--- src/rtl/spi_slave_port.sv ---
module spi_slave_port #(
  parameter int W = 8
) (
  input  logic         clk,
  input  logic         rst_n,
  input  logic         cpu_cs_i,
  input  logic         cpu_we_i,
  input  logic         cpu_addr_i,
  input  logic [W-1:0] cpu_wdata_i,
  output logic [W-1:0] cpu_rdata_o,
  input  logic         sck_i,
  input  logic         mosi_i,
  input  logic         ss_n_i,
  output logic         miso_o,
  output logic         miso_oe_o
);
  localparam int CW = $clog2(W);
  localparam logic [CW-1:0] LAST = CW'(W - 1);

  logic [2:0]    sck_p;
  logic [1:0]    ss_p, mosi_p;
  logic [CW-1:0] cnt_q;
  logic [W-1:0]  sh_q, rx_q;
  logic          miso_q, spif_q, wcol_q, arm_q, arm_f_q;

  wire active = ~ss_p[1];
  wire rise   = sck_p[1] & ~sck_p[2];
  wire fall   = ~sck_p[1] & sck_p[2];
  wire busy   = active && cnt_q != '0;
  wire last   = rise && active && cnt_q == LAST;
  wire st_rd  = cpu_cs_i & ~cpu_we_i & ~cpu_addr_i;
  wire dt_rd  = cpu_cs_i & ~cpu_we_i & cpu_addr_i;
  wire dt_wr  = cpu_cs_i & cpu_we_i & cpu_addr_i;
  wire wr_ok  = dt_wr & ~busy;

  always_ff @(posedge clk or negedge rst_n) begin
    if (!rst_n) begin
      sck_p  <= '0;
      ss_p   <= '1;
      mosi_p <= '0;
    end else begin
      sck_p  <= {sck_p[1:0], sck_i};
      ss_p   <= {ss_p[0], ss_n_i};
      mosi_p <= {mosi_p[0], mosi_i};
    end
  end

  always_ff @(posedge clk or negedge rst_n) begin
    if (!rst_n) begin
      cnt_q  <= '0;
      sh_q   <= '0;
      rx_q   <= '0;
      miso_q <= 1'b0;
    end else begin
      if (!active)   cnt_q <= '0;
      else if (rise) cnt_q <= last ? '0 : cnt_q + 1'b1;

      if (wr_ok)               sh_q <= cpu_wdata_i;
      else if (rise && active) sh_q <= {sh_q[W-2:0], mosi_p[1]};

      if (last) rx_q <= {sh_q[W-2:0], mosi_p[1]};

      if (wr_ok)                miso_q <= cpu_wdata_i[W-1];
      else if (!active || fall) miso_q <= sh_q[W-1];
    end
  end

  always_ff @(posedge clk or negedge rst_n) begin
    if (!rst_n) begin
      spif_q  <= 1'b0;
      wcol_q  <= 1'b0;
      arm_q   <= 1'b0;
      arm_f_q <= 1'b0;
    end else begin
      if (last)                          spif_q <= 1'b1;
      else if (dt_rd && arm_q && arm_f_q) spif_q <= 1'b0;

      if (dt_wr && busy)       wcol_q <= 1'b1;
      else if (dt_rd && arm_q) wcol_q <= 1'b0;

      if (cpu_cs_i) begin
        arm_q   <= st_rd && (spif_q || wcol_q);
        arm_f_q <= spif_q;
      end
    end
  end

  assign cpu_rdata_o = cpu_addr_i ? rx_q : {spif_q, wcol_q, {(W-2){1'b0}}};
  assign miso_oe_o   = active;
  assign miso_o      = miso_q & active;


  spif_set_chk: assert property (@(posedge clk) disable iff (!rst_n)
    last |=> spif_q);

  spif_hold_chk: assert property (@(posedge clk) disable iff (!rst_n)
    spif_q && !dt_rd |=> spif_q);

  wcol_write_keep_chk: assert property (@(posedge clk) disable iff (!rst_n)
    wcol_q && dt_wr |=> wcol_q);

  wcol_set_chk: assert property (@(posedge clk) disable iff (!rst_n)
    dt_wr && busy |=> wcol_q && $stable(sh_q));

  oe_idle_chk: assert property (@(posedge clk) disable iff (!rst_n)
    $past(ss_n_i, 2) |-> !miso_oe_o);

  no_spurious_spif_chk: assert property (@(posedge clk) disable iff (!rst_n)
    !spif_q && !last |=> !spif_q);
endmodule

--- config.mk ---
export PLATFORM = sky130hd
export DESIGN_NAME = spi_slave_port
export DESIGN_NICKNAME = d
export VERILOG_FILES = /design/src/rtl/spi_slave_port.sv
export SDC_FILE = /design/constraint.sdc
export NUM_CORES = 1
export LEC_CHECK = 0
export BUFFER_PORTS_ARGS = -buffer_cell sky130_fd_sc_hd__buf_4
export CORE_MARGIN = 1.5
export CORE_UTILIZATION = 58
export DETAILED_ROUTE_END_ITERATION = 7
export HOLD_SLACK_MARGIN = 0.08
export PLACE_DENSITY_LB_ADDON = 0.25
export SLEW_MARGIN = 0
export SYNTH_ARGS = -nofsm -noshare
export SYNTH_HDL_FRONTEND = slang
export SYNTH_SLANG_ARGS = --single-unit
--- constraint.sdc ---
create_clock -name clk -period 2.5 [get_ports clk]
set_clock_uncertainty 0.1 [all_clocks]
set_input_delay 0.625 -clock clk [delete_from_list [all_inputs] [get_ports clk]]
set_output_delay 0.625 -clock clk [all_outputs]
set_load 0.01 [all_outputs]
==> out/metrics.yaml <==
outcome: "completed"
nets: 150
ys_async_sr_fraction_pct: 100.0
finalSetupViolations: 0
hpwl_microns: 1716
fin_ws_ns: 0.4459
worstSkewPairLatency_ns: 0.33
power.total_mw: 1.109
synthCells: 103
cts_hold_buf: 0
track_usage_pct: 21.72
syn_area_sq_mm: 0.001436
rr_startpoint: "ss_p[1]"
maxCapViolations: 0
worstHoldPathType: "in2async"
timing.hold.ws_ns: 0.1113
finish.utilization_pct: 74.33
fin_crit_ns: 2.054
via_per_inst: 5.421
finalCritPeriodShare_pct: 82.16
syn-num-nets: 122
synth_edf_count: 0
cts-resized-gates: 0
drive_above_1_share_pct: 49.62
ys_warn_count: 0
rsz0062_at_grt: "false"
hold_viol: 0
start_util_pct: 63.11
syn_to_final_growth_pct: 17.77
cts_tree: "built"
grt-ovfl-total: 0
yosysUniqueCellTypes: 27
syn_area_per_cell_sq_um: 13.95
slew-limit-headroom_pct: 66.30
grt_pass1_wl_microns: 4015
ys_seq_area_share_pct: 54.18
cp.arrival_ns: 1.33
timing.setup.tns_ns: 0
vias: 862
crit_path_max_fanout: 8
cp.required_ns: 1.77
placedInstanceArea_sq_mm: 0.001620
die_area_sq_mm: 0.002784
antenna_found_initial: 0
cts_setup_buffers: 0
fmax_mhz: 486.8
cts_max_level: 2
grt_max_degree: 32
startpoint: "ss_p[1]"
final_cell_area_sq_mm: 0.001692
worstReg2RegEnd: "rx_q[4]"
final_cells: 159
r2r_cells: 3
drv_slew: 0
cp-end-kind: "primary output"
finalWirelength_microns: 2426
antenna_cells: 0
drt.antenna.violating_nets: 0
wl_per_cell_microns: 15.26
cts_root_buf: "clkbuf_4"
tightestPinTransition_ns: 0.5049
die_y_microns: 52.77
ir_drop_mv: 0.6474
first_pass_iters: 4
r2r_slack_ns: 0.71
grt_pass1_vias: 868
start_kind: "register"
clockBufferDepth: 2
clock-sinks: 31
fp.dieW_microns: 52.77
criticalPathCategory: "reg2out"
cts_buffers: 5
dp_cells: 152
drtIter0Drc: 12
pre_cts_ws_ns: 0.5144
rows: 17
gp_congestion: 0.6822
numPortBuffers: 25
drc: 0
power_density_mw_per_mm2: 655.4
ioPinCount: 26
clk_pin_slew_ns: 0.09
ys_seq_elements: 31
core-area_sq_mm: 0.002276
p_leak_nw: 0.8165
ys.flop_type: "dfrtp_1"
worst max-delay path: stages (launching register included):
cell and delay (ns):
dfstp_2 0.64, and2b_2 0.23, buf_4 0.13
cell usage after synthesis (all sizes together), types with 3 or more instances:
master | n | area (sq um)
ha | 3 | 37.54
nor2 | 6 | 22.52
dfrtp | 29 | 725.7
nor2b | 3 | 18.77
mux2 | 26 | 322.8
inv | 3 | 11.26
and2 | 7 | 46.30
mux2i | 4 | 40.04
layout make-up:
class                           instances  area (sq um)
Clock buffer                            6         41.29
Multi-Input combinational cell         65         608.1
Inverter                                3         11.26
Timing Repair Buffer                   25         187.7
Fill cell                             144         584.3
Clock inverter                          1         30.03
Sequential cell                        31         778.2
Tap cell                               28         35.03
cell usage in the layout (no fill, tap or decap), types with 2 or more instances in the layout:
master	n
buf_4	25
nor2b_1	3
mux2i_1	4
mux2_2	18
dfrtp_1	29
or3b_2	2
mux2_4	8
nor2_1	6
ha_1	3
and2_1	6
nand3_1	2
a21oi_1	2
clkbuf_4	5
dfstp_2	2
inv_1	3
power breakdown:
group | switching, mW | total [mW] | internal, mW
Combinational | 0.0551 | 0.150 | 0.0949
Clock | 0.159 | 0.365 | 0.206
Sequential | 0.0380 | 0.594 | 0.556
worst max path at each step:
stage,end,cells after the start,slack [ns]
finish,miso_o,2,0.45
global route,miso_o,2,0.40
CTS,miso_o,2,0.43
detailed placement,cpu_rdata_o[7],3,0.51
global placement,cpu_rdata_o[7],3,0.53
floorplan,cpu_rdata_o[6],2,0.55
routing by layer:
metal	global-route usage [%]	vias up	share of wire (%)
met2	34.58	25	48
li1	-	417	-
met5	0	-	0
met4	14.10	0	2.8
met1	26.34	413	45
met3	4.857	7	4.2
sequential cells by signal, indices dropped and copies added (netlist names), 2 cells and up:
register and flops:
ss_p 2, mosi_p 2, cnt_q 3, sck_p 3, rx_q 8, sh_q 8
logic make-up after synthesis:
family,count (synthesis),share of synthesized area [%]
compound gates,8,3.746
fa+ha+maj,3,2.614
mux,30,25.26
simple gates,24,10.72
flops,31,54.18
buf+inv,7,3.484
Note: power is estimated with default switching activity, not from simulation.
